## src/rtl/flag_alu_pkg.sv

```systemverilog
package flag_alu_pkg;
  typedef enum logic [3:0] {
    OP_AND = 4'h0, OP_EOR = 4'h1, OP_LSL = 4'h2, OP_LSR = 4'h3,
    OP_ASR = 4'h4, OP_ADC = 4'h5, OP_SBC = 4'h6, OP_ROR = 4'h7,
    OP_TST = 4'h8, OP_NEG = 4'h9, OP_CMP = 4'hA, OP_CMN = 4'hB,
    OP_ORR = 4'hC, OP_MUL = 4'hD, OP_BIC = 4'hE, OP_MVN = 4'hF
  } alu_op_e;

  localparam int FLAG_N = 3;
  localparam int FLAG_Z = 2;
  localparam int FLAG_C = 1;
  localparam int FLAG_V = 0;
  localparam int FLAG_W = 4;

  function automatic logic op_is_shift(alu_op_e o);
    return (o == OP_LSL) || (o == OP_LSR) || (o == OP_ASR) || (o == OP_ROR);
  endfunction

  function automatic logic op_is_compare(alu_op_e o);
    return (o == OP_TST) || (o == OP_CMP) || (o == OP_CMN);
  endfunction

  function automatic logic op_is_arith(alu_op_e o);
    return (o == OP_ADC) || (o == OP_SBC) || (o == OP_NEG) ||
           (o == OP_CMP) || (o == OP_CMN);
  endfunction

  function automatic logic op_keeps_cv(alu_op_e o);
    return (o == OP_AND) || (o == OP_EOR) || (o == OP_ORR) || (o == OP_BIC) ||
           (o == OP_MVN) || (o == OP_TST) || (o == OP_MUL);
  endfunction
endpackage

```

## src/rtl/flag_alu_adder.sv

```systemverilog
module flag_alu_adder
  import flag_alu_pkg::*;
#(
  parameter int W = 32
) (
  input  alu_op_e        op,
  input  logic [W-1:0]   a,
  input  logic [W-1:0]   b,
  input  logic           c_in,
  output logic [W-1:0]   sum,
  output logic           c_out,
  output logic           ovf
);
  localparam int SW = W + 1;

  logic [W-1:0] x, y;
  logic         cy;
  logic [SW-1:0] full;

  // Subtraction is x + ~y + carry, so carry-out means "no borrow".
  always_comb begin
    x  = a;
    y  = b;
    cy = 1'b0;
    unique case (op)
      OP_ADC: begin y = b;  cy = c_in; end
      OP_SBC: begin y = ~b; cy = c_in; end
      OP_CMP: begin y = ~b; cy = 1'b1; end
      OP_CMN: begin y = b;  cy = 1'b0; end
      OP_NEG: begin x = '0; y = ~b; cy = 1'b1; end
      default: begin x = a; y = b; cy = 1'b0; end
    endcase
  end

  assign full  = {1'b0, x} + {1'b0, y} + {{W{1'b0}}, cy};
  assign sum   = full[W-1:0];
  assign c_out = full[W];
  assign ovf   = (x[W-1] == y[W-1]) && (sum[W-1] != x[W-1]);
endmodule

```

## src/rtl/flag_alu_logic.sv

```systemverilog
module flag_alu_logic
  import flag_alu_pkg::*;
#(
  parameter int W = 32
) (
  input  alu_op_e      op,
  input  logic [W-1:0] a,
  input  logic [W-1:0] b,
  output logic [W-1:0] res
);
  always_comb begin
    unique case (op)
      OP_AND, OP_TST: res = a & b;
      OP_EOR:         res = a ^ b;
      OP_ORR:         res = a | b;
      OP_BIC:         res = a & ~b;
      OP_MVN:         res = ~b;
      OP_MUL:         res = a * b;
      default:        res = '0;
    endcase
  end
endmodule

```

## src/rtl/flag_alu.sv

```systemverilog
module flag_alu
  import flag_alu_pkg::*;
#(
  parameter int W = 32
) (
  input  logic [3:0]        op,
  input  logic [W-1:0]      dst_val,
  input  logic [W-1:0]      src_val,
  input  logic [FLAG_W-1:0] flags_in,
  input  logic [W-1:0]      shift_res,
  input  logic              shift_carry,
  output logic [W-1:0]      result,
  output logic [FLAG_W-1:0] flags_out,
  output logic              wr_en
);
  localparam logic [W-1:0] MOST_NEG = {1'b1, {(W-1){1'b0}}};

  alu_op_e      op_e;
  logic [W-1:0] add_sum, log_res;
  logic         add_cout, add_ovf;
  logic         sel_shift, sel_arith, sel_cmp;

  assign op_e      = alu_op_e'(op);
  assign sel_shift = op_is_shift(op_e);
  assign sel_arith = op_is_arith(op_e);
  assign sel_cmp   = op_is_compare(op_e);

  flag_alu_adder #(.W(W)) u_adder (
    .op(op_e), .a(dst_val), .b(src_val), .c_in(flags_in[FLAG_C]),
    .sum(add_sum), .c_out(add_cout), .ovf(add_ovf)
  );

  flag_alu_logic #(.W(W)) u_logic (
    .op(op_e), .a(dst_val), .b(src_val), .res(log_res)
  );

  always_comb begin
    if (sel_shift)      result = shift_res;
    else if (sel_arith) result = add_sum;
    else                result = log_res;
  end

  always_comb begin
    flags_out[FLAG_N] = result[W-1];
    flags_out[FLAG_Z] = (result == '0);
    if (sel_shift)      flags_out[FLAG_C] = shift_carry;
    else if (sel_arith) flags_out[FLAG_C] = add_cout;
    else                flags_out[FLAG_C] = flags_in[FLAG_C];
    flags_out[FLAG_V] = sel_arith ? add_ovf : flags_in[FLAG_V];
  end

  assign wr_en = ~sel_cmp;

  // Checks on the assembled outputs against the operand ports.
  always_comb begin
    p_wr_en_r5: assert (wr_en == !((op == 4'h8) || (op == 4'hA) || (op == 4'hB)))
      else $error("wr_en wrong for op %h", op);
    p_zero_flag_r6: assert (flags_out[FLAG_Z] == (result == '0))
      else $error("Z inconsistent with result");
    p_neg_flag_r6: assert (flags_out[FLAG_N] == result[W-1])
      else $error("N inconsistent with result");
    if (op_keeps_cv(op_e)) begin
      p_keep_cv_r7: assert (flags_out[1:0] == flags_in[1:0])
        else $error("C/V disturbed by op %h", op);
    end
    if (sel_shift) begin
      p_shift_pass_r8: assert (result == shift_res && flags_out[FLAG_C] == shift_carry &&
                               flags_out[FLAG_V] == flags_in[FLAG_V])
        else $error("shifter pass-through broken");
    end
    if (op == 4'h9) begin
      p_neg_v_r4: assert (flags_out[FLAG_V] == (src_val == MOST_NEG))
        else $error("negate V wrong");
      p_neg_c_r4: assert (flags_out[FLAG_C] == (src_val == '0))
        else $error("negate C wrong");
    end
  end
endmodule

```

## config.mk

```make
export PLATFORM = sky130hd
export DESIGN_NAME = flag_alu
export DESIGN_NICKNAME = d
export VERILOG_FILES = /design/src/rtl/flag_alu_pkg.sv /design/src/rtl/flag_alu_adder.sv /design/src/rtl/flag_alu_logic.sv /design/src/rtl/flag_alu.sv
export SDC_FILE = /design/constraint.sdc
export NUM_CORES = 1
export LEC_CHECK = 0
export ABC_AREA = 1
export BUFFER_PORTS_ARGS = -buffer_cell sky130_fd_sc_hd__buf_2
export CAP_MARGIN = 20
export CORE_UTILIZATION = 45
export DETAILED_ROUTE_END_ITERATION = 10
export GPL_TIMING_DRIVEN = 0
export SETUP_SLACK_MARGIN = 0.2
export SYNTH_ARGS = -nofsm -noshare
export SYNTH_HDL_FRONTEND = slang
export SYNTH_SLANG_ARGS = --single-unit
export TNS_END_PERCENT = 100
```

## constraint.sdc

```tcl
create_clock -name vclk -period 10.6
set_input_delay 1.06 -clock vclk [all_inputs]
set_output_delay 1.06 -clock vclk [all_outputs]
set_load 0.02 [all_outputs]
```

==> results of run 1 <==
==> synth_stat cells (10+ instances only) <==
| cell type | n | area, um2 |
|---|---|---|
| nor3_1 | 21 | 105 |
| inv_1 | 884 | 3320 |
| a21o_1 | 10 | 75.1 |
| a221oi_1 | 12 | 105 |
| nand4_1 | 28 | 175 |
| o21ai_0 | 76 | 380 |
| nand3b_1 | 11 | 82.6 |
| a21oi_1 | 112 | 561 |
| nor2_1 | 151 | 567 |
| o211ai_1 | 10 | 75.1 |
| nand3_1 | 103 | 515 |
| ha_1 | 202 | 2530 |
| buf_1 | 29 | 109 |
| nand2_1 | 864 | 3240 |
| xor2_1 | 49 | 429 |
| clkbuf_1 | 71 | 267 |
| buf_2 | 38 | 190 |
| fa_1 | 410 | 8210 |
| o221ai_1 | 18 | 158 |
==> metrics by stage <==
stage | util | setup slack [ns] | hold WS [ns] | setup TNS (ns)
final | 0.488 | 0.593 | 2.44 | 0
after global routing | 0.488 | 0.207 | 2.47 | 0
after CTS | 0.488 | 0.315 | 2.45 | 0
after detailed placement | 0.488 | 0.110 | 2.45 | 0
after global placement | 0.486 | -0.0665 | 2.44 | -0.0665
after floorplan | - | 1.69 | 2.29 | 0
==> logic make-up after synthesis <==
kind of cell / after synthesis / synth area share
adder cells (fa/ha/maj): 612 / 0.492
XOR/XNOR: 53 / 0.0219
AO/OA/AOI/OAI: 286 / 0.0793
buffers and inverters: 1038 / 0.182
AND/OR/NAND/NOR: 1209 / 0.225
==> layer usage <==
| layer | vias up | share of wire |
|---|---|---|
| li1 | 9639 | - |
| met1 | 10200 | 0.39 |
| met2 | 931 | 0.46 |
| met3 | 187 | 0.087 |
| met4 | 6 | 0.063 |
| met5 | - | 0.00036 |
==> worst max path at each step <==
stage / start / endpoint / slack [ns] / cells after the start
3_5_place_dp: dst_val[12] / flags_out[2] / 0.11 / 33
6_report: src_val[8] / flags_out[2] / 0.59 / 30
3_3_place_gp: dst_val[2] / flags_out[2] / -0.07 / 31
4_1_cts: dst_val[5] / flags_out[2] / 0.31 / 35
2_1_floorplan: src_val[2] / flags_out[2] / 1.69 / 30
5_1_grt: src_val[7] / flags_out[2] / 0.21 / 34
==> critical path, delay by kind of cell <==
family / cells / cell delay (ns)
and+or+nand+nor: 10 / 1.35
adders and majority gates: 9 / 4.31
AOI/OAI and AO/OA: 4 / 0.74
buffers and inverters: 7 / 1.47
==> area by class of cell <==
| cell class | instances | area [um2] |
|---|---|---|
| fillers | 4946 | 24500 |
| plain buffers | 138 | 623 |
| well taps | 615 | 769 |
| multi-input cells | 2160 | 17900 |
| repair buffers | 134 | 741 |
| inverters | 891 | 3340 |
| diodes | 1 | 2.50 |
==> what timing repair did <==
item	4_1_cts	5_1_grt
resized for setup	1	26
setup endpoints to repair	1	2
gates cloned	0	0
pin swaps	0	0
==> reports/metrics.cfg, run 1 <==
[grt]
grtUsageTotal=0.368
antenna_found_initial=3
grt_pass1_vias=21900
groute.layer.met3.usage=0.0635
grt_pass1_wl_um=134000
use_met2=0.612
grt_max_degree=17
use_met1=0.456
grt_overflow_total=0
top_usage_layer=met2

[final_layout]
syn2layout_area_growth_pct=6.92
stdcell_count=3939
n_sequential_cell=0
final-seq-area_um2=0
final_area_um2=23300
final_nets=4042
nClkBuffers=0
final_cell_mix=inv_1, nand2_1, fa_1, ha_1, buf_2
final_common_cell=inv_1
drive_above_1_share=0.0707

[clock_network]
postCtsSetupBuffers=0
cts_hold_buf=0

[floorplanning]
die_y_um=222
rows=80
fp.dieW_um=222
io_pins=142
coreArea_um2=47800
initial_core_util=0.456
die-area_um2=49400

[sta]
rsz0062_at_grt=false
worstMarginPinSlew_ns=1.14
hold_viol=0
max_freq_mhz=99.9
layout_min_cycle_time_ns=10.01
setup_viol=0
slew_violations=0
post-route-period-util=0.944
slew_headroom=0.243

[flow_run]
drv_cap=0

[placement]
dp_cells=3947
port_buffers=127
post-dp-hpwl_um=76000
gp_congestion=0.990
place_area_um2=23400

[critical_path]
cp.required_ns=9.54
max_stage_delay_ns=0.58
crit_path_start_kind=input pin
critical_path_arrival_ns=8.95
crit_path_frequent_cell=fa_1
cp-end-kind=primary output
crit_type=input pin to primary output
cp_slowest_cell=buf_1
crit_fanout=10

[logic_synthesis]
synth_cells=3198
synth.cell_area_um2=21800
synthDistinctLibCells=59
ys_seq_area_frac=0
synth.avg_cell_area_um2=6.83
yosys_warnings=0
synth_nets=3915

[routing]
antenna_left=0
wire_per_inst_um=22.4
drc=0
vias_per_cell=5.33
dr.pass1.iters=6
num_vias=21000
wl_um=88400
first_iter_violations=1826

[outcome]
outcome=completed

[min_path]
hp-class=input pin to primary output
hold_path_depth=4
hold_path_startpoint=shift_carry
hold_end=flags_out[1]

==> run 2, diff against run 1 <==
==> constraint.sdc (replaced) <==
create_clock -name vclk -period 10.6
set_input_delay 1.06 -clock vclk [all_inputs]
set_output_delay 1.06 -clock vclk [all_outputs]
set_load 0.05 [all_outputs]
==> run 2 against run 1 <==
Effect of this change: count of clock-buffer cells in the layout did not move; maximum frequency fell by 0.72%; setup slack got worse by 0.072 ns; utilization barely moved; global-route usage did not move; wire length rose by 0.14%; non-clock buffer count did not move; via count rose by 0.51%; die area did not move; cell area barely moved; sequential share of layout area did not move; first-iteration DRC count fell by 0.99%.
==> reports/metrics.cfg, run 2 (synthesis results as in run 1) <==
[floorplanning]
die_y_um=222  ; unchanged
rows=80  ; unchanged
fp.dieW_um=222  ; unchanged
coreArea_um2=47800  ; unchanged
io_pins=142  ; unchanged
die-area_um2=49400  ; unchanged
initial_core_util=0.456  ; unchanged

[grt]
grt_pass1_wl_um=134000  ; unchanged
grtUsageTotal=0.368  ; unchanged
grt_overflow_total=0  ; unchanged
grt_max_degree=17  ; unchanged
antenna_found_initial=3  ; unchanged
grt_pass1_vias=21900  ; unchanged

[final_layout]
final_area_um2=23400  ; about the same
n_sequential_cell=0  ; unchanged
drive_above_1_share=0.0728  ; +0.00211
syn2layout_area_growth_pct=6.99  ; about the same
final_nets=4042  ; unchanged
final-seq-area_um2=0  ; unchanged
final_cell_mix=inv_1, nand2_1, fa_1, ha_1, buf_2
final_common_cell=inv_1
stdcell_count=3939  ; unchanged
multi_input_area_um2=17900  ; unchanged
fill_cells=4944  ; -0.040%
nClkBuffers=0  ; unchanged

[routing]
num_vias=21100  ; +0.51%
dr.pass1.iters=6  ; unchanged
vias_per_cell=5.36  ; +0.51%
antenna_left=0  ; unchanged
wire_per_inst_um=22.5  ; +0.14%
drc=0  ; unchanged
first_iter_violations=1808  ; -0.99%
wl_um=88500  ; +0.14%

[critical_path]
cp-end-kind=primary output
crit_fanout=12  ; +2
crit_family=adder cells
crit_type=input pin to primary output
critPathBufInv=7  ; unchanged
crit_path_frequent_cell=nand2_1
cp_slowest_cell=clkdlybuf4s15_1
max_stage_delay_ns=0.93  ; +0.35 ns
cp.required_ns=9.54  ; about the same
crit_path_start_kind=input pin
critical_path_arrival_ns=9.02  ; +0.07 ns

[sta]
max_freq_mhz=99.2  ; -0.72%
hold_viol=0  ; unchanged
worstMarginPinSlew_ns=1.15  ; +0.0108 ns
rsz0062_at_grt=false
slew_violations=0  ; unchanged
slew_headroom=0.236  ; -0.00722
post-route-period-util=0.951  ; +0.00682
layout_min_cycle_time_ns=10.08  ; +0.0723 ns
setup_viol=0  ; unchanged

[placement]
port_buffers=127  ; unchanged
dp_cells=3947  ; unchanged
post-dp-hpwl_um=76000  ; unchanged
place_area_um2=23400  ; unchanged
gp_congestion=0.990  ; unchanged

[min_path]
hold_path_depth=4  ; unchanged
hp-class=input pin to primary output
hold_path_startpoint=shift_carry
hold_end=flags_out[1]

[clock_network]
cts_hold_buf=0  ; unchanged
postCtsSetupBuffers=0  ; unchanged
ctsResizeCount=1  ; unchanged

[outcome]
outcome=completed

[flow_run]
drv_cap=0  ; unchanged

==> run 2: changes by cell type in the layout (fill, tap and decap cells not counted), sizes merged <==
cell | before | now
buf | 193 | 190
clkbuf | 78 | 81
==> run 2: worst min-delay path, cell delays in order <==
cell,delay [ns]
buf_2,0.10
nand2_1,0.05
nand2_1,0.05
buf_2,0.20
==> run 2: area by class of cell <==
class                           instances  share of cell area
Inverter                              891               0.143
Timing Repair Buffer                  134              0.0317
Multi-Input combinational cell       2160               0.765
Antenna cell                            1            0.000107
Tap cell                              615              0.0329
Buffer                                138              0.0274
==> run 2: stage by stage <==
step                      hold slack [ns]  worst slack [ns]  utilization  TNS, ns
after floorplan                      2.43             0.991            -        0
after global placement               2.51            -0.166        0.486   -0.166
after detailed placement             2.52            0.0110        0.488        0
after CTS                            2.52             0.215        0.488        0
after global routing                 2.54             0.207        0.488        0
final                                2.52             0.521        0.488        0
==> run 2: worst max path at each step <==
| stage | start | endpoint | slack [ns] | cells past startpoint |
|---|---|---|---|---|
| 2_1_floorplan | dst_val[12] | flags_out[2] | 0.99 | 33 |
| 3_3_place_gp | dst_val[2] | flags_out[2] | -0.17 | 31 |
| 3_5_place_dp | dst_val[12] | flags_out[2] | 0.01 | 33 |
| 4_1_cts | dst_val[5] | flags_out[2] | 0.22 | 35 |
| 5_1_grt | dst_val[3] | flags_out[2] | 0.21 | 33 |
| 6_report | dst_val[3] | flags_out[2] | 0.52 | 33 |
==> run 2: metal layers <==
| metal | part of all wire | GRT usage | vias to the layer above |
|---|---|---|---|
| li1 | - | - | 9641 |
| met1 | 0.39 | 0.456 | 10300 |
| met2 | 0.46 | 0.612 | 961 |
| met3 | 0.089 | 0.0635 | 193 |
| met4 | 0.063 | 0.190 | 8 |
| met5 | 0.00051 | 0 | - |
